===== config.mk =====
export PLATFORM = sky130hd
export DESIGN_NAME = hubcfg_reg
export DESIGN_NICKNAME = d
export VERILOG_FILES = /design/src/rtl/hubcfg_pkg.sv /design/src/rtl/hubcfg_ctrl.sv /design/src/rtl/hubcfg_dp.sv /design/src/rtl/hubcfg_reg.sv
export SDC_FILE = /design/constraint.sdc
export NUM_CORES = 1
export LEC_CHECK = 0
export ABC_AREA = 1
export BUFFER_PORTS_ARGS = -buffer_cell sky130_fd_sc_hd__buf_2
export CORE_ASPECT_RATIO = 2
export CORE_MARGIN = 2
export CORE_UTILIZATION = 37
export DETAILED_ROUTE_END_ITERATION = 7
export GPL_TIMING_DRIVEN = 0
export PLACE_DENSITY_LB_ADDON = 0.2
export SYNTH_ARGS = -nofsm -noshare
export SYNTH_HDL_FRONTEND = slang
export SYNTH_HIERARCHICAL = 1
export SYNTH_SLANG_ARGS = --single-unit

===== constraint.sdc =====
create_clock -name clk -period 1.3 [get_ports clk]
set_input_delay 0 -clock clk [delete_from_list [all_inputs] [get_ports clk]]
set_output_delay 0 -clock clk [all_outputs]
set_load 0.02 [all_outputs]

===== src/rtl/hubcfg_pkg.sv =====
package hubcfg_pkg;
  localparam int CFG_W  = 8;
  localparam int B_STR  = 7;
  localparam int B_SER  = 6;
  localparam int B_LPMO = 5;
  localparam int B_IND  = 4;
  localparam int B_GANG = 3;
  localparam int B_PWR  = 2;
  localparam int B_TMO  = 1;
  localparam int STRAP_W = B_LPMO - B_TMO + 1;

  typedef struct packed {
    logic capStrap;
    logic loadEe;
    logic loadSmb;
    logic rdLatch;
    logic setForce;
    logic clrForce;
  } cfgStrobes_t;
endpackage


===== src/rtl/hubcfg_ctrl.sv =====
module hubcfg_ctrl
  import hubcfg_pkg::*;
(
  input  logic        clk,
  input  logic        rstN,
  input  logic        busMode,
  input  logic        eeLoad,
  input  logic        smbWr,
  input  logic        rdStb,
  input  logic        forceAcceptEv,
  input  logic        upDisconnect,
  output cfgStrobes_t stb
);
  logic strapped;

  always_ff @(posedge clk or negedge rstN) begin
    if (!rstN) strapped <= 1'b0;
    else       strapped <= 1'b1;
  end

  always_comb begin
    stb          = '0;
    stb.capStrap = !strapped;
    stb.loadEe   = strapped && !busMode && eeLoad;
    stb.loadSmb  = strapped && busMode && smbWr;
    stb.rdLatch  = rdStb;
    stb.setForce = forceAcceptEv;
    stb.clrForce = upDisconnect;
  end
endmodule


===== src/rtl/hubcfg_dp.sv =====
module hubcfg_dp
  import hubcfg_pkg::*;
#(
  parameter int NUM_PORTS = 4,
  parameter int TMO_W     = 8
) (
  input  logic                       clk,
  input  logic                       rstN,
  input  cfgStrobes_t                stb,
  input  logic [STRAP_W-1:0]         strapIn,
  input  logic [CFG_W-1:0]           eeData,
  input  logic [CFG_W-1:0]           smbData,
  input  logic                       selfPowered,
  input  logic [NUM_PORTS*TMO_W-1:0] swTimeout,
  output logic [NUM_PORTS*TMO_W-1:0] effTimeout,
  output logic [CFG_W-1:0]           rdData,
  output logic                       lpmEnable,
  output logic                       pwrSwitchEn,
  output logic                       ovrCurEn,
  output logic                       customStrEn,
  output logic                       customSerEn,
  output logic                       portIndOut,
  output logic                       gangedOut
);
  localparam logic [CFG_W-1:0] WR_MASK = {{(CFG_W-1){1'b1}}, 1'b0};

  logic [CFG_W-1:0] cfgQ;
  logic [CFG_W-1:0] cfgNext;
  logic             forceSeen;

  always_comb begin
    cfgNext = cfgQ;
    if (stb.capStrap) begin
      cfgNext = '0;
      cfgNext[B_LPMO:B_TMO] = strapIn;
    end else if (stb.loadEe) begin
      cfgNext = eeData & WR_MASK;
    end else if (stb.loadSmb) begin
      cfgNext = smbData & WR_MASK;
    end
  end

  always_ff @(posedge clk or negedge rstN) begin
    if (!rstN) begin
      cfgQ   <= '0;
      rdData <= '0;
    end else begin
      cfgQ <= cfgNext;
      if (stb.rdLatch) rdData <= cfgQ & WR_MASK;
    end
  end

  always_ff @(posedge clk or negedge rstN) begin
    if (!rstN)             forceSeen <= 1'b0;
    else if (stb.clrForce) forceSeen <= 1'b0;
    else if (stb.setForce) forceSeen <= 1'b1;
  end

  assign lpmEnable   = !cfgQ[B_LPMO] || forceSeen;
  assign pwrSwitchEn = !cfgQ[B_PWR] || !selfPowered;
  assign ovrCurEn    = !cfgQ[B_PWR] || selfPowered;
  assign customStrEn = cfgQ[B_STR];
  assign customSerEn = cfgQ[B_SER];
  assign portIndOut  = cfgQ[B_IND];
  assign gangedOut   = cfgQ[B_GANG];

  for (genvar p = 0; p < NUM_PORTS; p++) begin : g_tmo
    logic [TMO_W-1:0] swVal;
    assign swVal = swTimeout[p*TMO_W +: TMO_W];
    always_comb begin
      if (cfgQ[B_TMO]) effTimeout[p*TMO_W +: TMO_W] = (swVal != '0) ? '1 : '0;
      else             effTimeout[p*TMO_W +: TMO_W] = swVal;
    end
  end
endmodule


===== src/rtl/hubcfg_reg.sv =====
module hubcfg_reg
  import hubcfg_pkg::*;
#(
  parameter int NUM_PORTS = 4,
  parameter int TMO_W     = 8
) (
  input  logic                       clk,
  input  logic                       rstN,
  input  logic [4:0]                 strapIn,
  input  logic                       busMode,
  input  logic                       eeLoad,
  input  logic [7:0]                 eeData,
  input  logic                       smbWr,
  input  logic [7:0]                 smbData,
  input  logic                       rdStb,
  output logic [7:0]                 rdData,
  input  logic                       forceAcceptEv,
  input  logic                       upDisconnect,
  input  logic                       selfPowered,
  input  logic [NUM_PORTS*TMO_W-1:0] swTimeout,
  output logic [NUM_PORTS*TMO_W-1:0] effTimeout,
  output logic                       lpmEnable,
  output logic                       pwrSwitchEn,
  output logic                       ovrCurEn,
  output logic                       customStrEn,
  output logic                       customSerEn,
  output logic                       portIndOut,
  output logic                       gangedOut
);
  cfgStrobes_t stb;

  hubcfg_ctrl u_ctrl (
    .clk(clk), .rstN(rstN), .busMode(busMode), .eeLoad(eeLoad),
    .smbWr(smbWr), .rdStb(rdStb), .forceAcceptEv(forceAcceptEv),
    .upDisconnect(upDisconnect), .stb(stb)
  );

  hubcfg_dp #(.NUM_PORTS(NUM_PORTS), .TMO_W(TMO_W)) u_dp (
    .clk(clk), .rstN(rstN), .stb(stb), .strapIn(strapIn),
    .eeData(eeData), .smbData(smbData), .selfPowered(selfPowered),
    .swTimeout(swTimeout), .effTimeout(effTimeout), .rdData(rdData),
    .lpmEnable(lpmEnable), .pwrSwitchEn(pwrSwitchEn), .ovrCurEn(ovrCurEn),
    .customStrEn(customStrEn), .customSerEn(customSerEn),
    .portIndOut(portIndOut), .gangedOut(gangedOut)
  );
endmodule


# Word level (Yosys, flattened, before mapping)

Index checks and enable logic that the tools add are counted.

Register bits after elaboration: 17

Equality and inequality tests: 1
Mux-type cells: 13
Reduce and logical (&&, ||, !) cells: 16

Operator list:

| operator                             | count |
|---|---|
| 8-bit 2-to-1 mux                     | 11 |
| 8-bit nonzero test                   | 4 |
| 1-bit logical AND                    | 4 |
| 1-bit logical NOT                    | 4 |
| 1-bit logical OR                     | 3 |
| 3-bit != test, second input constant | 1 |
| 1-bit 2-to-1 mux                     | 2 |
| 2-bit nonzero test                   | 1 |

# Depth between registers and ports, before layout

Depth after elaboration: 5
Depth in mapped cells: 8
Depth with buffers taken out: 7

# Hierarchy

The synthesis kept the hierarchy.

By module, submodules not included:

| module      | times used | cells an instance | area an instance (um2) | seq. area each (um2) |
|---|---|---|---|---|
| hubcfg_dp   | 1          | 184               | 1081.0                 | 375.4 |
| hubcfg_ctrl | 1          | 10                | 75.1                   | 25.0 |

# Worst setup path before layout

No wires, ideal clock.

Kind: register to register
From: register u_ctrl.strapped
To: register u_dp.cfgQ[3]
Library setup time: 0.068 ns
Arrival time: 1.031 ns
Data required time: 1.232 ns
Setup slack: 0.200 ns
Stages on the path, launching flop included: 9
Path buffers: 1
Period minus slack after synthesis: 1.100 ns
Path through: dfrtp_1 -> nand2_1 -> nor2_2 -> buf_4 -> nor2_2 -> nand2_1 -> inv_1 -> nand2_1 -> nand3_1

RTL lines:

| what                     | line              | source |
|---|---|---|
| start: declaration       | hubcfg_ctrl.sv:14 | `logic strapped;` |
| start signal: assignment | hubcfg_ctrl.sv:17 | `if (!rstN) strapped <= 1'b0;` |
| start signal: assignment | hubcfg_ctrl.sv:18 | `else strapped <= 1'b1;` |
| end signal: assignment   | hubcfg_dp.sv:48   | `cfgQ <= cfgNext;` |
| end: declaration         | hubcfg_dp.sv:27   | `logic [CFG_W-1:0] cfgQ;` |

# Worst setup path in the final report

From: register u_dp.cfgQ[1]
To: output port effTimeout[22]

Word-level cells in the longest chain between the ends: 1

Ends and longest elaborated chain:

| what             | line             | source |
|---|---|---|
| 8-bit 2-to-1 mux | hubcfg_dp.sv:71  | `if (cfgQ[B_TMO]) effTimeout[p*TMO_W +: TMO_W] = (swVal != '0) ? '1 : '0;` |
| end: declaration | hubcfg_reg.sv:21 | `output logic [NUM_PORTS*TMO_W-1:0] effTimeout,` |

Every way passes these cells.

==> flow_summary.yaml <==
run_status:
  status: "finished, final reports clean"
finish:
  drive_gt1_share_pct: 45.1
  fin_nets: 378
  fill_cells: 297
  syn_to_final_growth_pct: 69.7
  num_antenna_cells: 0
global_routing:
  grt_antenna_before_repair: 0
  grt_max_degree: 17
  grt_pass1_wl_mm: 5.55
  track_usage_pct: 19.3
  grt_pass1_vias: 1356
  overflow: 0
detailed_routing:
  via_count: 1567
  drt_iter0_drc: 22
  firstDrtPassIters: 6
  routed_wl_mm: 3.60
  antenna_left: 0
  wl_per_cell_um: 10.4
  drc: 0
  viasPerCell: 4.54
timing:
  max_freq_mhz: 806
  finalCriticalPeriod_ps: 1240
  skew_ps: 0.823
  finalMaxSlewViolations: 0
  hold_viol: 0
  rsz0062_at_grt: "true"
  setup_viol: 0
  post-route-period-util_pct: 95.5
  fin_ws_ps: 58.6
worst_setup_path:
  slowest_stage: "dfrtp_2"
  endpoint_kind: "primary output"
  crit_chain: "buf_4 > o21ai_2 > nand2_1 > buf_2"
  crit_family: "flip-flops"
  cp.required_ps: 1300
  arrival_ps: 1240
  startpoint_type: "flop"
  worst-path-buf-inv: 2
  max_stage_delay_ps: 460
  cp_max_fo: 8
  worstSetupPathType: "reg2out"
clocking:
  htree_levels: 1
  numCtsBuffers: 3
  clockBufferDepth: 2
  path_clk_slew_ps: 60
  cts_tree: "done"
  clock-sinks: 16
  cts_root_buf: "clkbuf_8"
  insertion_delay_ps: 240
floorplan:
  core_area_um2: 2980
  num_rows: 28
  die_x_um: 43.5
  die_h_um: 83.1
  dieArea_um2: 3610
  start_util_pct: 38.8
  ios: 109
synth:
  synth_top_cell_by_area: "nand2_1"
  yosys-top-cells-area: "nand2_1, dfrtp_1, nor2_1, mux2_2, buf_4"
  syn_area_um2: 1160
  yosysWarnings: 6
  avgSynthCellArea_um2: 5.96
  ys_types: 15
  ys_ff_latch: 16
  ys_seq_area_share_pct: 34.6
  synthCells: 194
  synth_top_area_share_pct: 37.7
  synthesis.nets: 256
pwr:
  peakVddDrop_v: 0.000787
  totalPowerFinal_mw: 1.91
  leakage_nw: 1.18
  pwr_density_cell_nw_per_um2: 972
placement:
  numPortBuffers: 102
  globalplace.congestion: 0.838
  hpwlAfterDp_mm: 2.86
  dp_slack_ps: 1.87
job:
  maxCapViolCount: 0
hold_path:
  min-delay-path-class: "in2reg"
-- cell usage after synthesis (all sizes together) --
master / number
mux2: 5
nor2: 24
or2: 1
a21oi: 2
inv: 8
dfrtp: 16
nand2: 116
buf: 9
conb: 2
nand3: 6
o21ai: 5
-- kinds of logic after synthesis --
logic type	synth area share, %
flip-flops	34.6
AND/OR/NAND/NOR	49.2
buffers and inverters	7.58
AO/OA/AOI/OAI	3.03
other	0.650
multiplexers	4.87
-- repair_timing --
action	CTS	global route
resized for setup	10	11
hold endpoints to repair	21	0
setup buffers	1	7
hold buffers	7	0
setup endpoints to repair	31	35
-- worst reg2reg max path, cell delays in order, from the launching register on --
cell,delay [ps]
dfrtp_1,380
buf_4,140
inv_2,110
inv_1,80
or2_2,270
nand3_1,90
nand2_1,50
-- per-layer routing --
| layer | vias up | track usage [%] | wire length [um] |
|---|---|---|---|
| met5 | - | 0 | 0 |
| met4 | 0 | 8.26 | 43 |
| met3 | 4 | 2.83 | 261 |
| met2 | 72 | 37.9 | 2080 |
| met1 | 669 | 18.0 | 1220 |
| li1 | 822 | - | - |
-- power breakdown --
| part | total [mW] | internal (mW) | switching, mW |
|---|---|---|---|
| Clock | 0.424 | 0.268 | 0.156 |
| Combinational | 0.892 | 0.357 | 0.534 |
| Sequential | 0.591 | 0.553 | 0.0381 |
| Total | 1.91 | 1.18 | 0.728 |
-- cells in the final DEF, fill, tap and decap left out, types with 3 or more instances in the layout --
cell | netlist | layout
o21ai_4 | 0 | 3
buf_2 | 4 | 102
dfrtp_1 | 16 | 15
nor2_1 | 21 | 20
inv_1 | 7 | 4
mux2_2 | 5 | 5
nand2_1 | 116 | 116
clkbuf_8 | 0 | 4
buf_6 | 0 | 4
buf_4 | 5 | 13
dlygate4sd3_1 | 0 | 7
nand3_1 | 6 | 6
nor2_2 | 3 | 4
-- registers in the layout, indices dropped and copies added (netlist names) --
register,flops
u_ctrl/strapped,1
u_dp/cfgQ,7
u_dp/rdData,7
u_dp/forceSeen,1
-- cell type report --
class | count | area, um^2 | area share [%]
well taps | 30 | 37.5 | 1.91
multi-input cells | 161 | 708 | 36.1
inverters | 8 | 36.3 | 1.85
flip-flops and latches | 16 | 402 | 20.5
repair buffers | 117 | 643 | 32.8
clock buffers | 4 | 55.1 | 2.81
plain buffers | 9 | 80.1 | 4.08
-- worst paths after layout --
kind                       slack (ps)              to  depth (start not counted)            start
setup / recovery                   60  effTimeout[22]                          4     u_dp/cfgQ[1]
hold / removal                     40    u_dp/cfgQ[6]                          5       smbData[6]
setup reg to reg                   80    u_dp/cfgQ[2]                          6  u_ctrl/strapped
hold reg to reg                   500  u_dp/rdData[2]                          1   u_dp/rdData[2]
max in group asynchronous         830    u_dp/cfgQ[1]                          2             rstN
min in group asynchronous         200  u_dp/rdData[4]                          2             rstN
-- stage by stage --
step / util (%) / setup TNS, ps / instance area [um^2] / hold slack, ps / std cells
2_1_floorplan: - / 0 / 1160 / -296 / 194
3_3_place_gp: 57.2 / 0 / 1700 / -77.1 / 326
3_5_place_dp: 57.2 / 0 / 1700 / -74.4 / 326
4_1_cts: 62.5 / 0 / 1860 / 41.3 / 338
5_1_grt: 65.9 / -119 / 1960 / 62.8 / 345
6_report: 65.9 / 0 / 1960 / 43.2 / 345
(Power assumes the default switching activity.)
